--- config.mk ---
export PLATFORM = sky130hd
export DESIGN_NAME = disp_regpair
export DESIGN_NICKNAME = d
export VERILOG_FILES = /design/src/rtl/disp_pkg.sv /design/src/rtl/disp_ram.sv /design/src/rtl/disp_addr_ctr.sv /design/src/rtl/disp_host_ctrl.sv /design/src/rtl/disp_regpair.sv
export SDC_FILE = /design/constraint.sdc
export NUM_CORES = 2
export LEC_CHECK = 0
export ABC_CLOCK_PERIOD_IN_PS = 3800
export BUFFER_PORTS_ARGS = -buffer_cell sky130_fd_sc_hd__buf_2
export CAP_MARGIN = 20
export CORE_MARGIN = 2
export CORE_UTILIZATION = 45
export DETAILED_ROUTE_END_ITERATION = 12
export PLACE_DENSITY = 0.69
export SLEW_MARGIN = 25
export SYNTH_ARGS = -nofsm -noshare
export SYNTH_HDL_FRONTEND = slang
export SYNTH_SLANG_ARGS = --single-unit
--- constraint.sdc ---
create_clock -name clk -period 3.8 [get_ports clk]
set_input_delay 0.38 -clock clk [delete_from_list [all_inputs] [get_ports clk]]
set_output_delay 0.38 -clock clk [all_outputs]
set_load 0.01 [all_outputs]
--- src/rtl/disp_pkg.sv ---
package disp_pkg;

    localparam int DATA_W       = 8;
    localparam int ADDR_W       = 7;
    localparam int DD_DEPTH_DEF = 80;
    localparam int CG_DEPTH_DEF = 64;

    typedef enum logic {
        SEL_DD = 1'b0,
        SEL_CG = 1'b1
    } ram_sel_e;

    typedef enum logic [1:0] {
        ST_IDLE  = 2'd0,
        ST_ASET  = 2'd1,
        ST_FETCH = 2'd2,
        ST_STORE = 2'd3
    } ctl_state_e;

    typedef struct packed {
        ram_sel_e            sel;
        logic [ADDR_W-1:0]   addr;
    } ram_ptr_t;

    function automatic logic is_addr_set(input logic [DATA_W-1:0] code);
        return code[7] | (code[7:6] == 2'b01);
    endfunction

    function automatic ram_ptr_t decode_set(input logic [DATA_W-1:0] code,
                                            input int dd_depth);
        ram_ptr_t p;
        if (code[7]) begin
            p.sel  = SEL_DD;
            p.addr = (int'(code[6:0]) >= dd_depth) ? '0 : code[6:0];
        end else begin
            p.sel  = SEL_CG;
            p.addr = {1'b0, code[5:0]};
        end
        return p;
    endfunction

    function automatic ram_ptr_t step_ptr(input ram_ptr_t p,
                                          input int dd_depth,
                                          input int cg_depth);
        ram_ptr_t n;
        int       lim;
        lim   = (p.sel == SEL_DD) ? dd_depth : cg_depth;
        n.sel = p.sel;
        if (int'(p.addr) >= lim - 1) n.addr = '0;
        else                         n.addr = p.addr + 1'b1;
        return n;
    endfunction

endpackage

--- src/rtl/disp_ram.sv ---
module disp_ram #(
    parameter int DEPTH  = 64,
    parameter int DATA_W = 8,
    localparam int AW    = $clog2(DEPTH)
) (
    input  logic              clk,
    input  logic              rst,
    input  logic              we,
    input  logic [AW-1:0]     waddr,
    input  logic [DATA_W-1:0] wdata,
    input  logic [AW-1:0]     raddr,
    output logic [DATA_W-1:0] rdata
);

    logic [DATA_W-1:0] mem [DEPTH];

    always_ff @(posedge clk) begin
        if (rst) begin
            for (int i = 0; i < DEPTH; i++) mem[i] <= '0;
        end else if (we) begin
            mem[waddr] <= wdata;
        end
    end

    assign rdata = mem[raddr];


    ram_waddr_range_chk: assert property (@(posedge clk) disable iff (rst)
        we |-> (int'(waddr) < DEPTH));

endmodule

--- src/rtl/disp_addr_ctr.sv ---
module disp_addr_ctr
    import disp_pkg::*;
#(
    parameter int DD_DEPTH = DD_DEPTH_DEF,
    parameter int CG_DEPTH = CG_DEPTH_DEF
) (
    input  logic     clk,
    input  logic     rst,
    input  logic     load,
    input  ram_ptr_t load_ptr,
    input  logic     step,
    output ram_ptr_t ptr
);

    always_ff @(posedge clk) begin
        if (rst) begin
            ptr.sel  <= SEL_DD;
            ptr.addr <= '0;
        end else if (load) begin
            ptr <= load_ptr;
        end else if (step) begin
            ptr <= step_ptr(ptr, DD_DEPTH, CG_DEPTH);
        end
    end


    addr_bound_chk: assert property (@(posedge clk) disable iff (rst)
        (ptr.sel == SEL_DD) ? (int'(ptr.addr) < DD_DEPTH)
                            : (int'(ptr.addr) < CG_DEPTH));


    step_moves_chk: assert property (@(posedge clk) disable iff (rst)
        (step && !load) |=> (ptr.addr != $past(ptr.addr)));

endmodule

--- src/rtl/disp_host_ctrl.sv ---
module disp_host_ctrl
    import disp_pkg::*;
#(
    parameter int DD_DEPTH = DD_DEPTH_DEF
) (
    input  logic              clk,
    input  logic              rst,
    input  logic              host_en,
    input  logic              host_rs,
    input  logic              host_rw,
    input  logic [DATA_W-1:0] host_wdata,
    input  logic [DATA_W-1:0] fetch_data,
    output logic [DATA_W-1:0] host_rdata,
    output logic              host_rvalid,
    output logic              busy,
    output logic              ptr_load,
    output ram_ptr_t          load_ptr,
    output logic              ptr_step,
    output logic              ram_we,
    output logic [DATA_W-1:0] ram_wdata
);

    ctl_state_e        state;
    logic [DATA_W-1:0] ir_q;
    logic [DATA_W-1:0] dr_q;
    logic              accept;
    logic              acc_rd;
    logic              acc_wr;
    logic              acc_ins;

    assign busy    = (state != ST_IDLE);
    assign accept  = host_en && !busy;
    assign acc_rd  = accept &&  host_rs &&  host_rw;
    assign acc_wr  = accept &&  host_rs && !host_rw;
    assign acc_ins = accept && !host_rs && !host_rw;

    always_comb begin
        ptr_load  = (state == ST_ASET);
        load_ptr  = decode_set(ir_q, DD_DEPTH);
        ptr_step  = (state == ST_STORE) || acc_rd;
        ram_we    = (state == ST_STORE);
        ram_wdata = dr_q;
    end

    always_ff @(posedge clk) begin
        if (rst) begin
            state       <= ST_IDLE;
            ir_q        <= '0;
            dr_q        <= '0;
            host_rdata  <= '0;
            host_rvalid <= 1'b0;
        end else begin
            host_rvalid <= 1'b0;
            unique case (state)
                ST_IDLE: begin
                    if (acc_ins) begin
                        ir_q <= host_wdata;
                        if (is_addr_set(host_wdata)) state <= ST_ASET;
                    end else if (acc_rd) begin
                        host_rdata  <= dr_q;
                        host_rvalid <= 1'b1;
                        state       <= ST_FETCH;
                    end else if (acc_wr) begin
                        dr_q  <= host_wdata;
                        state <= ST_STORE;
                    end
                end
                ST_ASET, ST_FETCH: begin
                    dr_q  <= fetch_data;
                    state <= ST_IDLE;
                end
                ST_STORE: begin
                    state <= ST_IDLE;
                end
                default: state <= ST_IDLE;
            endcase
        end
    end


    busy_single_chk: assert property (@(posedge clk) disable iff (rst)
        busy |=> !busy);


    busy_ignore_chk: assert property (@(posedge clk) disable iff (rst)
        (busy && host_en) |=> !host_rvalid);


    rvalid_cause_chk: assert property (@(posedge clk) disable iff (rst)
        host_rvalid |-> $past(host_en && host_rs && host_rw && !busy));


    ir_read_silent_chk: assert property (@(posedge clk) disable iff (rst)
        (host_en && !busy && !host_rs && host_rw) |=> (!busy && !host_rvalid));


    plain_code_chk: assert property (@(posedge clk) disable iff (rst)
        (host_en && !busy && !host_rs && !host_rw && (host_wdata[7:6] == 2'b00))
        |=> !busy);


    store_cause_chk: assert property (@(posedge clk) disable iff (rst)
        ram_we |-> $past(host_en && host_rs && !host_rw && !busy));

endmodule

--- src/rtl/disp_regpair.sv ---
module disp_regpair
    import disp_pkg::*;
#(
    parameter int DD_DEPTH = DD_DEPTH_DEF,
    parameter int CG_DEPTH = CG_DEPTH_DEF
) (
    input  logic              clk,
    input  logic              rst,
    input  logic              host_en,
    input  logic              host_rs,
    input  logic              host_rw,
    input  logic [DATA_W-1:0] host_wdata,
    output logic [DATA_W-1:0] host_rdata,
    output logic              host_rvalid,
    output logic              busy
);

    localparam int NUM_BANKS = 2;

    ram_ptr_t          cur_ptr;
    ram_ptr_t          load_ptr;
    ram_ptr_t          fetch_ptr;
    logic              ptr_load;
    logic              ptr_step;
    logic              ram_we;
    logic [DATA_W-1:0] ram_wdata;
    logic [DATA_W-1:0] fetch_data;
    logic [DATA_W-1:0] bank_rd [NUM_BANKS];

    disp_host_ctrl #(.DD_DEPTH(DD_DEPTH)) u_ctrl (
        .clk         (clk),
        .rst         (rst),
        .host_en     (host_en),
        .host_rs     (host_rs),
        .host_rw     (host_rw),
        .host_wdata  (host_wdata),
        .fetch_data  (fetch_data),
        .host_rdata  (host_rdata),
        .host_rvalid (host_rvalid),
        .busy        (busy),
        .ptr_load    (ptr_load),
        .load_ptr    (load_ptr),
        .ptr_step    (ptr_step),
        .ram_we      (ram_we),
        .ram_wdata   (ram_wdata)
    );

    disp_addr_ctr #(.DD_DEPTH(DD_DEPTH), .CG_DEPTH(CG_DEPTH)) u_ctr (
        .clk      (clk),
        .rst      (rst),
        .load     (ptr_load),
        .load_ptr (load_ptr),
        .step     (ptr_step),
        .ptr      (cur_ptr)
    );

    assign fetch_ptr  = ptr_load ? load_ptr : cur_ptr;
    assign fetch_data = bank_rd[fetch_ptr.sel];

    for (genvar g = 0; g < NUM_BANKS; g++) begin : g_bank
        localparam int       DEPTH = (g == 0) ? DD_DEPTH : CG_DEPTH;
        localparam int       AW    = $clog2(DEPTH);
        localparam ram_sel_e SEL   = (g == 0) ? SEL_DD : SEL_CG;
        logic bank_we;
        assign bank_we = ram_we && (cur_ptr.sel == SEL);

        disp_ram #(.DEPTH(DEPTH), .DATA_W(DATA_W)) u_ram (
            .clk   (clk),
            .rst   (rst),
            .we    (bank_we),
            .waddr (cur_ptr.addr[AW-1:0]),
            .wdata (ram_wdata),
            .raddr (fetch_ptr.addr[AW-1:0]),
            .rdata (bank_rd[g])
        );
    end

endmodule

==> results.yml <==
status:
  status: "finished clean"
route:
  wl_per_cell_microns: 24.5
  via_count: 47997
  routed_wl_microns: 202000
  wl_met3_microns: 20400
  drtIter0Drc: 6505
  wl_met1_microns: 79500
  dr.pass1.iters: 6
  drc: 0
  top_layer: "met5"
  via_per_inst: 5.82
  ant_nets: 0
  route.met2.wl_microns: 93400
timing:
  tns_ps: 0
  drv_slew: 0
  setup_viol: 0
  tightest_slew_ps: 1060
  fmax_mhz: 266
  slew_headroom_pct: 29.1
  finalCriticalPeriod_ps: 3760
  min_period_over_period_pct: 98.9
  hold_violations: 0
  rsz0062_at_grt: "true"
  setup_slack_ps: 41.1
  finalClockSkew_ps: 40.8
  whs_ps: 68.6
floorplan:
  dieHeight_microns: 402
  rows: 146
  die_w_microns: 402
  fp.coreArea_sq_um: 158000
  die_area_sq_um: 162000
  start_util_pct: 45.2
  io_pins: 23
synth:
  synthesis.nets: 6053
  synth_cell_types: 59
  synth_common_cells: "edfxtp_1 (1536), and2_1 (1155), nand2_1 (1031)"
  synth_edf_count: 1536
  yosysWarnings: 0
  syn_inst: 6033
  synth_area_sq_um: 71400
  ys_seq_area_share_pct: 65.6
  synth_area_per_cell_sq_um: 11.8
  synth-seq-cells: 1571
  synthTopCellsByArea: "edfxtp_1 (65%), and2_1 (10%), nand2_1 (5.4%)"
  synth_ff_type: "edfxtp_1"
  yosys.cell_count.top_type: "edfxtp_1"
  synth_top_area_share_pct: 64.6
  yosysTopAreaCell: "edfxtp_1"
  synthArstFlopShare_pct: 0
clock_network:
  clk_latency_ps: 810
  clkTransAtPathRegs_ps: 60
  cts.sinks: 1571
  clk_path_buf_depth: 3
  cts_tree: "yes"
  cts_max_level: 4
  cts_made_buffers: 161
  cts-root-buf: "clkbuf_16"
layout:
  final_area_sq_um: 79800
  area_delta_synth_final_pct: 11.7
  fin_nets: 6066
  drive_gt1_share_pct: 10.9
worst_setup_path:
  start_kind: "register"
  cpPeakStageDelay_ps: 570
  cp.arrival_ps: 4440
  slowest_stage: "o21ai_0"
  crit_family: "compound AO/OA/AOI/OAI gates"
  crit_fanout: 62
  crit_cells: 11
  cp_data_required_time_ps: 4480
  crit_chain: "o211a_1, buf_4, o22a_2, nand2_2, buf_12, a21oi_1, or4_1, o21ai_0, a31oi_2, o31ai_1, a311oi_1"
  worstSetupPathType: "reg -> reg"
  rr_worst_depth: 11
  r2r_setup_slack_ps: 40
  endpoint_kind: "register"
  cp.buffers_inverters: 2
grt:
  antenna_found_initial: 5
  first_global_vias: 46155
  grt.total_usage_pct: 24.5
  grt_max_degree: 132
  grt_first_pass_wirelength_microns: 298000
  grt_overflow_total: 0
placement:
  hpwl_microns: 125000
  dp_slack_ps: -78.2
  place.gp.congestion: 0.958
  postPlaceCellArea_sq_um: 74500
  portBuffers: 22
power_and_ir_drop:
  powerDensity_nw_per_um2: 560
  leakage_nw: 29.1
  power.total_mw: 44.7
  ir_drop_mv: 0.391
worst_hold_path:
  whs_path_depth: 4
  hold_class: "in -> reg"
flow_run:
  cap_violations: 0
-- kinds of logic after synthesis --
logic type               after synthesis  share of synthesized area, %
adder cells (fa/ha/maj)                7                         0.123
multiplexers                         279                          3.91
buffers and inverters                450                          2.99
AO/OA/AOI/OAI                        557                          4.82
flip-flops                          1571                          65.6
AND/OR/NAND/NOR                     3169                          22.6
-- final cells by class --
| class | count | area [sq um] |
|---|---|---|
| antenna | 1 | 2.50 |
| clock buffer | 215 | 4380 |
| clock inverter | 72 | 602 |
| fill | 13372 | 78200 |
| inverter | 12 | 45.0 |
| multi-input combinational | 4012 | 22600 |
| sequential | 1571 | 46900 |
| tap | 2072 | 2590 |
| timing repair buffer | 288 | 2740 |
-- repair_timing --
| item | CTS | global route |
|---|---|---|
| hold buffers | 15 | 0 |
| pin swaps | 1 | 4 |
| endpoints found under the setup margin | 2 | 8 |
| setup buffers | 3 | 3 |
| resized for setup | 1 | 22 |
| endpoints found under the hold margin | 23 | 0 |
| cloned | 0 | 1 |
-- metal layers --
| layer | vias to the layer above | track usage, % |
|---|---|---|
| li1 | 21365 | - |
| met1 | 23630 | 33.0 |
| met2 | 2559 | 38.4 |
| met3 | 439 | 5.53 |
| met4 | 4 | 9.90 |
| met5 | - | 0 |
-- path summary, 6_finish.rpt --
path	from	end
max	u_ctrl.ir_q[5]	u_ctrl.ram_wdata[6]
min reg2reg	u_ctrl.host_rdata[0]	u_ctrl.host_rdata[0]
max reg2reg	u_ctrl.ir_q[5]	u_ctrl.ram_wdata[6]
min	host_rs	u_ctrl.ir_q[6]
-- state kept, by name, summed over array words and instances (netlist names) --
signal and flops:
u_ctrl.host_rdata 8, u_ctrl.host_rvalid 1, u_ctr.ptr 8, g_bank.u_ram.mem 1536, u_ctrl.state 2, u_ctrl.ram_wdata 8
u_ctrl.ir_q 8
-- worst register-to-register path: stages (launching register included) --
cell      delay (ps)
dfxtp_1          380
o211a_1          320
buf_4            210
o22a_2           330
nand2_2          120
buf_12           280
a21oi_1          250
or4_1            460
o21ai_0          580
a31oi_2          280
o31ai_1          310
a311oi_1         120
-- per-stage QoR --
step           instances  utilization [%]
3_5_place_dp        7933             47.1
5_1_grt             8242             50.5
4_1_cts             8238             50.4
3_3_place_gp        7933             47.1
2_1_floorplan       6033                -
6_report            8243             50.5
-- power breakdown --
group	total [mW]	internal (mW)	leakage [nW]	switching (mW)
logic	9.30	2.77	11.0	6.53
clock network	15.3	8.56	2.43	6.70
registers	20.1	19.7	15.7	0.472
total	44.7	31.0	29.1	13.7
-- layout by cell type (no fill, tap or decap), types with 50 or more instances in the layout --
master	n
o22ai_1	120
nor2_1	228
clkbuf_16	167
or2_2	152
nand4_1	55
nand3_1	441
edfxtp_1	1536
a21oi_1	176
mux2i_1	278
o21ai_0	64
a31oi_1	50
nand2_1	1029
and2_1	1155
buf_4	204
Note: power is estimated with default switching activity, not from simulation.
